===== src/rtl/bwc_pkg.sv =====
package bwc_pkg;

  typedef enum logic [2:0] {
    ST_IDLE  = 3'd0,
    ST_START = 3'd1,
    ST_WAIT  = 3'd2,
    ST_DATA  = 3'd3,
    ST_BEAT  = 3'd4
  } bus_state_e;

endpackage


===== src/rtl/bwc_rst_sync.sv =====
module bwc_rst_sync #(
  parameter int STAGES = 2
) (
  input  logic clk,
  input  logic arst_n,
  output logic rst_n_o
);

  logic [STAGES-1:0] sync_q;

  always_ff @(posedge clk or negedge arst_n) begin
    if (!arst_n) begin
      sync_q <= '0;
    end else begin
      sync_q <= {sync_q[STAGES-2:0], 1'b1};
    end
  end

  assign rst_n_o = sync_q[STAGES-1];

endmodule


===== src/rtl/bwc_cfg_reg.sv =====
module bwc_cfg_reg #(
  parameter int REG_W    = 16,
  parameter int FIELD_W  = 3,
  parameter int N_AREA   = 2,
  parameter int BASE_LSB = 10,
  localparam int AREA_W  = (N_AREA > 1) ? $clog2(N_AREA) : 1
) (
  input  logic               clk,
  input  logic               rst_n,
  input  logic               cfg_we_i,
  input  logic [REG_W-1:0]   cfg_wdata_i,
  input  logic [AREA_W-1:0]  area_sel_i,
  output logic [FIELD_W-1:0] code_o
);

  logic [N_AREA-1:0][FIELD_W-1:0] field_q;

  // one field per area, stacked upward from BASE_LSB
  generate
    for (genvar a = 0; a < N_AREA; a++) begin : g_area
      localparam int LSB = BASE_LSB + a * FIELD_W;
      always_ff @(posedge clk or negedge rst_n) begin
        if (!rst_n) begin
          field_q[a] <= '1;
        end else if (cfg_we_i) begin
          field_q[a] <= cfg_wdata_i[LSB +: FIELD_W];
        end
      end
    end
  endgenerate

  assign code_o = field_q[area_sel_i];

endmodule


===== src/rtl/bwc_code_dec.sv =====
module bwc_code_dec #(
  parameter int FIELD_W = 3,
  parameter int CNT_W   = 4
) (
  input  logic [FIELD_W-1:0] code_i,
  output logic [CNT_W-1:0]   first_w_o,
  output logic [CNT_W-1:0]   beat_n_o
);

  logic [CNT_W-1:0] code_ext;

  assign code_ext = CNT_W'(code_i);

  always_comb begin
    // first-beat waits: linear up to 4, then step of two
    if (code_ext <= CNT_W'(4)) begin
      first_w_o = code_ext;
    end else begin
      first_w_o = (code_ext << 1) - CNT_W'(4);
    end
    // burst beat length: floor of 2, one above the code in the middle,
    // equal to the first-beat waits from code 4 upward
    if (code_ext == '0) begin
      beat_n_o = CNT_W'(2);
    end else if (code_ext < CNT_W'(4)) begin
      beat_n_o = code_ext + CNT_W'(1);
    end else begin
      beat_n_o = first_w_o;
    end
  end

endmodule


===== src/rtl/bwc_seq.sv =====
module bwc_seq
  import bwc_pkg::*;
#(
  parameter int CNT_W  = 4,
  parameter int BEAT_W = 3
) (
  input  logic              clk,
  input  logic              rst_n,
  input  logic              req_i,
  input  logic              rw_i,
  input  logic              burst_i,
  input  logic [BEAT_W-1:0] beats_i,
  input  logic              wait_i,
  input  logic [CNT_W-1:0]  first_w_i,
  input  logic [CNT_W-1:0]  beat_n_i,
  output logic              cs_o,
  output logic              rd_o,
  output logic              wr_o,
  output logic              ready_o,
  output logic [2:0]        state_o
);

  bus_state_e        state_q, state_d;
  logic [CNT_W-1:0]  cnt_q, cnt_d;
  logic [BEAT_W-1:0] left_q, left_d;
  logic [CNT_W-1:0]  w_q, n_q;
  logic              rw_q;
  logic              acc_load;
  logic              cnt_last;

  assign acc_load = (state_q == ST_IDLE) && req_i;
  assign cnt_last = (cnt_q <= CNT_W'(1));

  // next-state logic
  always_comb begin
    state_d = state_q;
    cnt_d   = cnt_q;
    left_d  = left_q;
    unique case (state_q)
      ST_IDLE: begin
        if (req_i) begin
          state_d = ST_START;
          left_d  = burst_i ? beats_i : '0;
        end
      end
      ST_START: begin
        if (w_q == '0) begin
          state_d = ST_DATA;
        end else begin
          state_d = ST_WAIT;
          cnt_d   = w_q;
        end
      end
      ST_WAIT, ST_BEAT: begin
        if (!cnt_last) begin
          cnt_d = cnt_q - CNT_W'(1);
        end else if (!wait_i) begin
          state_d = ST_DATA;
        end
      end
      ST_DATA: begin
        if (left_q != '0) begin
          state_d = ST_BEAT;
          cnt_d   = n_q - CNT_W'(1);
          left_d  = left_q - BEAT_W'(1);
        end else begin
          state_d = ST_IDLE;
        end
      end
      default: state_d = ST_IDLE;
    endcase
  end

  // state registers
  always_ff @(posedge clk or negedge rst_n) begin
    if (!rst_n) begin
      state_q <= ST_IDLE;
      cnt_q   <= '0;
      left_q  <= '0;
    end else begin
      state_q <= state_d;
      cnt_q   <= cnt_d;
      left_q  <= left_d;
    end
  end

  // access attributes captured once, at acceptance
  always_ff @(posedge clk or negedge rst_n) begin
    if (!rst_n) begin
      w_q  <= '0;
      n_q  <= '0;
      rw_q <= 1'b0;
    end else if (acc_load) begin
      w_q  <= first_w_i;
      n_q  <= beat_n_i;
      rw_q <= rw_i;
    end
  end

  assign cs_o    = (state_q != ST_IDLE);
  assign rd_o    = cs_o && !rw_q;
  assign wr_o    = cs_o && rw_q;
  assign ready_o = (state_q == ST_DATA);
  assign state_o = state_q;

endmodule


===== src/rtl/bus_wait_ctrl.sv =====
module bus_wait_ctrl #(
  parameter int REG_W    = 16,
  parameter int FIELD_W  = 3,
  parameter int N_AREA   = 2,
  parameter int BASE_LSB = 10,
  parameter int CNT_W    = 4,
  parameter int BEAT_W   = 3,
  parameter int SYNC_STG = 2,
  localparam int AREA_W  = (N_AREA > 1) ? $clog2(N_AREA) : 1
) (
  input  logic              clk,
  input  logic              arst_n,
  input  logic              req_i,
  input  logic [AREA_W-1:0] area_sel_i,
  input  logic              rw_i,
  input  logic              burst_i,
  input  logic [BEAT_W-1:0] beats_i,
  input  logic              wait_i,
  input  logic              cfg_we_i,
  input  logic [REG_W-1:0]  cfg_wdata_i,
  output logic              cs_o,
  output logic              rd_o,
  output logic              wr_o,
  output logic              ready_o,
  output logic [2:0]        state_o
);

  logic               rst_n;
  logic [FIELD_W-1:0] sel_code;
  logic [CNT_W-1:0]   first_w;
  logic [CNT_W-1:0]   beat_n;

  bwc_rst_sync #(.STAGES(SYNC_STG)) u_rst (
    .clk    (clk),
    .arst_n (arst_n),
    .rst_n_o(rst_n)
  );

  bwc_cfg_reg #(
    .REG_W   (REG_W),
    .FIELD_W (FIELD_W),
    .N_AREA  (N_AREA),
    .BASE_LSB(BASE_LSB)
  ) u_cfg (
    .clk        (clk),
    .rst_n      (rst_n),
    .cfg_we_i   (cfg_we_i),
    .cfg_wdata_i(cfg_wdata_i),
    .area_sel_i (area_sel_i),
    .code_o     (sel_code)
  );

  bwc_code_dec #(.FIELD_W(FIELD_W), .CNT_W(CNT_W)) u_dec (
    .code_i   (sel_code),
    .first_w_o(first_w),
    .beat_n_o (beat_n)
  );

  bwc_seq #(.CNT_W(CNT_W), .BEAT_W(BEAT_W)) u_seq (
    .clk      (clk),
    .rst_n    (rst_n),
    .req_i    (req_i),
    .rw_i     (rw_i),
    .burst_i  (burst_i),
    .beats_i  (beats_i),
    .wait_i   (wait_i),
    .first_w_i(first_w),
    .beat_n_i (beat_n),
    .cs_o     (cs_o),
    .rd_o     (rd_o),
    .wr_o     (wr_o),
    .ready_o  (ready_o),
    .state_o  (state_o)
  );

endmodule


===== config.mk =====
export PLATFORM = sky130hd
export DESIGN_NAME = bus_wait_ctrl
export DESIGN_NICKNAME = d
export VERILOG_FILES = /design/src/rtl/bwc_pkg.sv /design/src/rtl/bwc_rst_sync.sv /design/src/rtl/bwc_cfg_reg.sv /design/src/rtl/bwc_code_dec.sv /design/src/rtl/bwc_seq.sv /design/src/rtl/bus_wait_ctrl.sv
export SDC_FILE = /design/constraint.sdc
export NUM_CORES = 1
export LEC_CHECK = 0
export ABC_AREA = 1
export BUFFER_PORTS_ARGS = -buffer_cell sky130_fd_sc_hd__buf_2
export CORE_ASPECT_RATIO = 0.9
export CORE_UTILIZATION = 40
export CTS_CLUSTER_DIAMETER = 50
export CTS_CLUSTER_SIZE = 25
export DETAILED_ROUTE_END_ITERATION = 7
export GPL_TIMING_DRIVEN = 1
export PLACE_DENSITY = 0.71
export SYNTH_ARGS = -nofsm -noshare
export SYNTH_HDL_FRONTEND = slang
export SYNTH_SLANG_ARGS = --single-unit
export TNS_END_PERCENT = 20

===== constraint.sdc =====
create_clock -name clk -period 1.13 [get_ports clk]
set_input_delay 0 -clock clk [delete_from_list [all_inputs] [get_ports clk]]
set_output_delay 0 -clock clk [all_outputs]
set_load 0.02 [all_outputs]

# ---- Yosys cells after proc, flatten, opt, wreduce, memory -nomap -nowiden
# Index checks and enable logic that the tools add are counted.
dict set report op_classes {
  n_addsub 5
  magnitude_cmp 4
  n_eq_ne 10
  n_mux 19
  reduce_logical 15
}
# operator n
set ops {}
lappend ops {{3-bit two-way mux} 9}
lappend ops {{4-bit two-way mux} 6}
lappend ops {{3-bit case mux with 4 select lines} 1}
lappend ops {{4-bit case mux with 3 select lines} 1}
lappend ops {{3-bit nonzero test} 3}
lappend ops {{4-bit logical NOT} 2}
lappend ops {{2-bit inequality test, second input constant} 4}
lappend ops {{4-bit by 1-bit subtractor with 4-bit output, second input constant} 2}
lappend ops {{3-bit by 2-bit == test with 1-bit output, second input constant} 2}
lappend ops {{3-bit case mux with 2 select lines} 1}
lappend ops {{3-bit AND reduction} 2}
lappend ops {{3-bit by 1-bit adder with 4-bit output, second input constant} 1}
lappend ops {{4-bit by 1-bit less-or-equal comparator with 1-bit output, second input constant} 1}
lappend ops {{2-bit by 1-bit inequality test with 1-bit output, second input constant} 2}
lappend ops {{4-bit AND reduction} 1}
lappend ops {{4-bit by 3-bit subtractor with 4-bit output, second input constant} 1}
lappend ops {{3-bit by 1-bit == test with 1-bit output, second input constant} 1}
lappend ops {{3-bit == test, second input constant} 1}
lappend ops {{3-bit less-or-equal comparator, second input constant} 1}
lappend ops {{1-bit logical AND} 3}
lappend ops {{3-bit logical NOT} 1}
lappend ops {{3-bit < comparator, second input constant} 1}
lappend ops {{3-bit by 1-bit subtractor with 3-bit output, second input constant} 1}
lappend ops {{1-bit by 2-bit < comparator with 1-bit output, second input constant} 1}
lappend ops {{other kinds (4)} 4}
dict set report word_totals {
  ff_bits 27
  in_bits 27
  out_inout_bits 7
  wordCells 62
}

# ---- Longest topological paths before layout
# Gate-level depths: netlist (run 1).
dict set report logic_depth {
  word_depth 6
  mapped_depth 9
  ltp_nobuf 9
}

# ---- Hierarchy
# A second synthesis (run 1) with hierarchy kept.
dict set report unflattened {
  hier_cells 221
  area_unflattened_um2 1610.3
}
# module instances cells_each area_each_um2 seq_area_each_um2
set modules_own_cells {}
lappend modules_own_cells {bwc_seq 1 160 1178.6 475.5}
lappend modules_own_cells {bwc_cfg_reg 1 35 266.5 157.7}
lappend modules_own_cells {bwc_code_dec 1 23 111.4 0.0}
lappend modules_own_cells {bwc_rst_sync 1 3 53.8 50.0}

# ---- Least setup slack after synthesis (run 1)
# No wires, ideal clock.
dict set report synth_timing {
  path_type {register to register}
  start {reg u_cfg.field_q[0] (netlist name)}
  end {reg u_seq.n_q[1]}
  setup_time_ps 126
  arrival_time_ps 1363
  required_ps 1004
  slack_ps -359
  stages_incl_launch_ff 9
  path_buffers 0
  period_less_slack_ps 1489
  cell_sequence {dfstp_2 > inv_1 > o21ai_1 > inv_1 > ha_1 > nor2_1 > o21ai_0 > nand2_1 > o21ai_0}
}
dict set report synth_via {
  elab_chain_len 6
  word_cells_on_any_way 10
  classes_between {add/sub (2); order compare (2); mux (5); reduce/logical (1)}
}
# element line
set synth_lines {}
lappend synth_lines {{start: declaration} bwc_cfg_reg.sv:16} ;# logic [N_AREA-1:0][FIELD_W-1:0] field_q;
lappend synth_lines {{start signal: indexed assignment} bwc_cfg_reg.sv:26} ;# field_q[a] <= cfg_wdata_i[LSB +: FIELD_W];
lappend synth_lines {{3-bit two-way mux (implied by the code) * (2 in series)} bwc_cfg_reg.sv:32} ;# assign code_o = field_q[area_sel_i];
lappend synth_lines {{4-bit by 3-bit subtractor with 4-bit output / 3-bit less-or-equal comparator (equally long branches)} {bwc_code_dec.sv:19, bwc_code_dec.sv:16}}
lappend synth_lines {{4-bit two-way mux} bwc_code_dec.sv:16} ;# if (code_ext <= CNT_W'(4)) begin
lappend synth_lines {{4-bit two-way mux} bwc_code_dec.sv:25} ;# end else if (code_ext < CNT_W'(4)) begin
lappend synth_lines {{4-bit two-way mux *} bwc_code_dec.sv:23} ;# if (code_ext == '0) begin
lappend synth_lines {{end signal: assignment} bwc_seq.sv:95} ;# n_q <= beat_n_i;
lappend synth_lines {{end: declaration} bwc_seq.sv:26} ;# logic [CNT_W-1:0] w_q, n_q;
# Mark *: on every way between the ends. The rest lies on a longest branch, timed or not. The select of a mux whose other input is x is not followed.
# A chain may end at the register's enable or synchronous reset.

# ---- Worst setup path after layout (run 1)
# Ends and elaborated chain as after synthesis.

==> results.md, run 1 <==
* Fmax at 0.7277 GHz
* Max Root-Sink Buffers at 2
* Sequential Area at 661.9 um2
* Die W at 67.20 um
* Period utilization at 121.6%
* Clock Sinks at 26
* Pleak at 1.126 nW
* Clk root buf: clkbuf_8
* Synth cell types at 26
* Status: finished, violations left
* IO Pins at 34
* Final Power at 5.702 mW
* Routed wire length at 3828 um
* Syn-to-layout area delta at 45.05%
* Failing checks: setup timing
* DRC viols at 0
* Worst setup margin at -0.2441 ns
* GRT overflow at 0
* Crit Path Max Fanout at 2
* Die area at 4077 um2
* Cell Count, Final, Fillers Out at 308
* Cell Area, Synth at 1530 um2
* Hold slack at 0.01048 ns
* Worst Clk Skew at 0.003529 ns
* Final-layout fill cell count at 289
* # diodes at 0
* Seq/Total Area, Yosys at 43.01%
* Initial antenna violation count at 0
* Rows at 20
* Routed len/inst at 12.43 um
* P per Cell Area at 2569 nW/um2
* Die height at 60.68 um
* Final min period at 1.374 ns
* Mean Syn Cell Area at 7.575 um2
* Syn Nets at 236
* Data required, critical path at 1.34 ns
* Core Region at 3503 um2
* First DRT Iteration DRCs at 68
* Worst Setup Path Type: reg -> reg
* #FFs+latches synth at 26
* Endpoints failing setup at 22
* RSZ-0062 raised after global routing: yes
* Nets at 299
* Post-DP HPWL at 2612 um
* Critical Path Start Type: flip-flop
* Number of global-route vias before repair at 1,517
* # placed instances at 293
* Ys Warns at 0
* Pins over their slew limit at 0
* Worst-path clk slew at 0.09 ns
* Worst hold path class: in -> reg
* Largest net degree at the start of global routing at 25
* Total track usage at 21.45%
* Area of the multi-input gates at 867.1 um2
* CTS HTree Levels at 1
* DR vias at 1,502
* Clock Latency Late Sink at 0.27 ns
* Max IR drop VDD at 685.8 uV
* Gate Count Post-Synth at 202
* Max_cap viols at 0
* Num CTS Buffers at 3
* Share of cells above drive strength 1 at 40.91%
* DRT Pass-1 Iters at 4
* I/O Buffers at 23
* Post-DRT Antenna Nets at 0
* First-pass GRT wire length at 6410 um
* CTS tree: built
* Routability Congestion at 0.8553
* Detailed-route vias per instance at 4.877
* Setup crit end kind: flip-flop
* Initial core utilization at 43.68%
* Hold Vio Cnt, Final at 0
* Worst EP arrival at 1.58 ns
==> cell usage in the layout (no fill, tap or decap), types with 3 or more instances in the layout <==
cell / synthesis / final
buf_2: 1 / 19
buf_4: 0 / 26
buf_6: 0 / 7
clkbuf_8: 0 / 3
dfrtp_1: 20 / 17
dfrtp_2: 0 / 3
dfstp_2: 6 / 6
dlygate4sd3_1: 0 / 8
ha_1: 7 / 4
inv_1: 24 / 18
inv_2: 3 / 7
mux2_2: 3 / 3
nand2_1: 62 / 57
nand2_2: 4 / 8
nand3_1: 19 / 18
nor2_1: 14 / 9
nor2_2: 3 / 6
o21ai_0: 19 / 14
o21ai_1: 2 / 5
==> state kept, by name, summed over array words and instances (netlist names) <==
register / count
u_cfg.field_q: 6
u_seq.cnt_q: 4
u_seq.n_q: 4
u_seq.left_q: 3
u_seq.state_o: 3
u_seq.w_q: 3
u_rst.sync_q: 2
u_seq.rw_q: 1
==> per-stage QoR <==
step                      util, %  cell area [um2]  setup TNS, ns  setup WS (ns)
after global placement      54.54             1911         -2.009        -0.2272
final                       63.36             2220         -2.813        -0.2441
after CTS                   61.36             2150         -3.134        -0.2461
after detailed placement    54.54             1911         -2.899        -0.2823
after global routing        63.36             2220         -4.520        -0.3066
after floorplan                 -             1554         -1.968        -0.2311
==> worst max-delay path: stages (launching register included) <==
cell and delay [ns]:
dfstp_2 0.54, inv_2 0.04, o21ai_4 0.12, inv_2 0.07, ha_4 0.26, nor2_2 0.03, o21ai_1 0.12, nand2_1 0.06
o21ai_1 0.06
==> cell families (layout without fill, tap and decap cells) <==
logic type               count (synthesis)  after routing  share of synthesized area, %
other                                    1              1                        0.2451
adder cells (fa/ha/maj)                  7              7                         5.723
multiplexers                             3              3                         2.208
AND/OR/NAND/NOR                        106            106                         30.17
buffers and inverters                   30             92                         7.522
AO/OA/AOI/OAI                           26             26                         9.403
flip-flops                              26             26                         43.01
XOR/XNOR                                 3              3                         1.717
==> timing repair <==
action / in CTS / in global routing
setup endpoints to repair: 22 / 22
pin swaps: 7 / 4
hold buffers: 8 / 0
buffers inserted: 3 / 0
endpoints found under the hold margin: 9 / 0
gates resized for setup: 24 / 22
==> path summary, 6_finish.rpt <==
| kind | from | endpoint | slack, ns | cells past startpoint |
|---|---|---|---|---|
| max | u_cfg.field_q[0] | u_seq.n_q[1] | -0.24 | 8 |
| min | cfg_we_i | u_cfg.field_q[2] | 0.01 | 2 |
| max reg2reg | u_cfg.field_q[0] | u_seq.n_q[1] | -0.24 | 8 |
| min reg2reg | u_rst.sync_q[1] | u_seq.rw_q | 0.25 | 1 |
| max in group asynchronous | u_rst.sync_q[1] | u_cfg.field_q[4] | 0.58 | 1 |
| min in group asynchronous | arst_n | u_rst.sync_q[0] | 0.03 | 2 |
==> synth_stat cells, drive strengths merged <==
cell type  instances  area (um2)
nor2              17       71.32
clkbuf             1       3.750
xnor2              1       8.760
clkinv             1       5.000
mux2               3       33.78
conb               1       3.750
inv               27       101.4
nand2             67       269.0
nand3             21       115.1
dfrtp             20       500.5
a21boi             1       7.510
o21ai             23       122.6
dfstp              6       157.7
or2                1       6.260
buf                1       5.000
xor2               2       17.52
a21oi              2       13.76
ha                 7       87.58
==> report_power, final <==
| part | total [mW] | leakage (nW) | internal, mW | switching, mW |
|---|---|---|---|---|
| logic | 3.40 | 0.777 | 1.54 | 1.86 |
| clock network | 0.776 | 0.0357 | 0.474 | 0.302 |
| registers | 1.52 | 0.313 | 1.26 | 0.266 |
==> routing by layer <==
metal | global-route usage, % | up-vias | wire [um]
li1 | - | 754 | -
met1 | 26.42 | 712 | 1691
met2 | 38.14 | 28 | 1948
met3 | 1.880 | 8 | 97
met4 | 10.03 | 0 | 91
met5 | 0 | - | 0
==> area by class of cell <==
type / count / share of cell area, %
Clock inverter: 1 / 1.353
Timing Repair Buffer: 60 / 20.24
Clock buffer: 3 / 1.860
Inverter: 28 / 5.186
Sequential cell: 26 / 29.82
Multi-Input combinational cell: 146 / 39.06
Tap cell: 44 / 2.480
(Power assumes the default switching activity.)
==> run 2: changes to the inputs <==
--- a/config.mk
+++ b/config.mk
@@ -14,6 +14,7 @@
 export DETAILED_ROUTE_END_ITERATION = 7
 export GPL_TIMING_DRIVEN = 1
 export PLACE_DENSITY = 0.71
+export RECOVER_POWER = 50
 export SYNTH_ARGS = -nofsm -noshare
 export SYNTH_HDL_FRONTEND = slang
 export SYNTH_SLANG_ARGS = --single-unit
==> results.md, run 2 (synthesized netlist as in run 1, its figures left out) <==
* Status: finished, violations left
* Failing checks: setup timing
* Die height at 60.68 um
* Clock Sinks at 26
* Die W at 67.20 um
* Worst EP arrival at 1.58 ns
* Sw Share at 42.62%
* Top Registers: u_cfg.field_q: 6 flops, u_seq.cnt_q: 4 flops, u_seq.n_q: 4 flops
* Pleak at 1.122 nW
* DRC viols at 0
* Num CTS Buffers at 3
* Detailed-route vias per instance at 4.877
* Core Region at 3503 um2
* Most common cell after layout, fill and taps aside: nand2_1
* Worst hold path class: in -> reg
* Initial core utilization at 43.68%
* P per Cell Area at 2573 nW/um2
* Sequential Area at 661.9 um2
* Fmax at 0.7277 GHz
* Die area at 4077 um2
* Total track usage at 21.45%
* Routed wire length at 3826 um
* Final min period at 1.374 ns
* Number of global-route vias before repair at 1,517
* IO Pins at 34
* CP max stage delay at 0.54 ns
* Clock Latency Late Sink at 0.27 ns
* Highest-delay cell along the critical path: dfstp_2
* CTS tree: built
* Share of cells above drive strength 1 at 40.53%
* Endpoints failing setup at 22
* Clock network power share at 13.6%
* # placed instances at 293
* Biggest register: u_cfg.field_q
* Final-layout fill cell count at 290
* # diodes at 0
* Cell Count, Final, Fillers Out at 308
* Nets at 299
* Worst-path clk slew at 0.09 ns
* RSZ-0062 raised after global routing: yes
* Worst Setup Path Type: reg -> reg
* Routability Congestion at 0.8553
* Area of the multi-input gates at 867.1 um2
* Critical path, cell by cell: inv_2 > o21ai_4 > inv_2 > ha_4 > nor2_2 > o21ai_1 > nand2_1 > o21ai_1
* I/O Buffers at 23
* Most frequent cells in the layout: nand2_1 (57), buf_4 (25), inv_1 (18), nand3_1 (18), buf_2 (18)
* Max IR drop VDD at 694.5 uV
* First-pass GRT wire length at 6410 um
* Final Power at 5.701 mW
* Max Root-Sink Buffers at 2
* Max reg flops at 6
* GRT overflow at 0
* Clk root buf: clkbuf_8
* Syn-to-layout area delta at 44.81%
* Slew @ Worst Pin at 0.6293 ns
* Slew headroom at 58.05%
* Combinational share of power at 59.7%
* Max_cap viols at 0
* Setup crit end kind: flip-flop
* Seq pwr share at 26.7%
* Routed len/inst at 12.42 um
* Hold depth at 2
* Post-DRT Antenna Nets at 0
* CTS HTree Levels at 1
* Register-to-Register Path Depth at 8
* Hold Vio Cnt, Final at 0
* Internal power at 3.271 mW
* Worst Clk Skew at 0.003540 ns
* Initial antenna violation count at 0
* Critical Path Start Type: flip-flop
* Period utilization at 121.6%
* First DRT Iteration DRCs at 68
* Pins over their slew limit at 0
* Data required, critical path at 1.34 ns
* Post-DP HPWL at 2612 um
* Worst setup margin at -0.2441 ns
* Switch Pwr at 2.430 mW
* DR vias at 1,502
* Crit Path Max Fanout at 2
* Largest net degree at the start of global routing at 25
* Rows at 20
* DRT Pass-1 Iters at 4
==> run 2: changes by cell type in the layout (fill, tap and decap cells not counted), sizes merged <==
cell	before	now
buf	52	50
clkbuf	3	5
==> run 2: layer usage <==
layer / GRT usage [%] / wire (um)
met1: 26.42 / 1689
met2: 38.14 / 1948
met3: 1.880 / 97
met4: 10.03 / 91
met5: 0 / 0
==> run 2: final timing paths <==
path | start | end | slack (ns)
max reg2reg | u_cfg.field_q[0] | u_seq.n_q[1] | -0.24
max | u_cfg.field_q[0] | u_seq.n_q[1] | -0.24
min | cfg_we_i | u_cfg.field_q[2] | 0.01
min reg2reg | u_rst.sync_q[1] | u_seq.rw_q | 0.36
max in group asynchronous | u_rst.sync_q[1] | u_seq.state_o[0] | 0.33
min in group asynchronous | arst_n | u_rst.sync_q[0] | 0.03
==> run 2: worst max-delay path: cells and delay by family (launching register included) <==
kind            cells  cell delay [ns]
fa+ha+maj           1             0.26
compound gates      3             0.30
flops               1             0.54
buf+inv             2             0.11
simple gates        2             0.09
==> run 2: area by class of cell <==
type                    instances  share of cell area, %
well taps                      44                  2.484
flip-flops and latches         26                  29.87
multi-input cells             146                  39.13
clock inverters                 1                  1.355
inverters                      28                  5.195
clock buffers                   3                  1.863
repair buffers                 60                  20.10
==> run 2: power groups by stage <==
stage	registers (mW)	clock network, mW	logic [mW]
2_1_floorplan	1.52	0	1.77
3_3_place_gp	1.48	0	2.76
3_5_place_dp	1.49	0	2.84
4_1_cts	1.48	0.799	3.17
5_1_grt	1.56	0.830	3.83
6_report	1.52	0.776	3.40
==> run 2: timing repair <==
item / 4_1_cts / 5_1_grt
pin swaps: 7 / 4
gates resized for setup: 24 / 22
hold buffers: 8 / 0
cloned: 0 / 0
setup buffers: 3 / 0
setup endpoints to repair: 22 / 22
endpoints found under the hold margin: 9 / 0
==> run 2: stage by stage <==
step	setup slack (ns)	area (um2)	utilization, %	TNS [ns]	hold slack [ns]
5_1_grt	-0.3066	2216	63.25	-4.520	0.03672
3_3_place_gp	-0.2272	1911	54.54	-2.009	-0.2149
4_1_cts	-0.2461	2150	61.36	-3.134	0.006813
6_report	-0.2441	2216	63.25	-2.835	0.01047
2_1_floorplan	-0.2311	1554	-	-1.968	-0.2956
3_5_place_dp	-0.2823	1911	54.54	-2.899	-0.2110
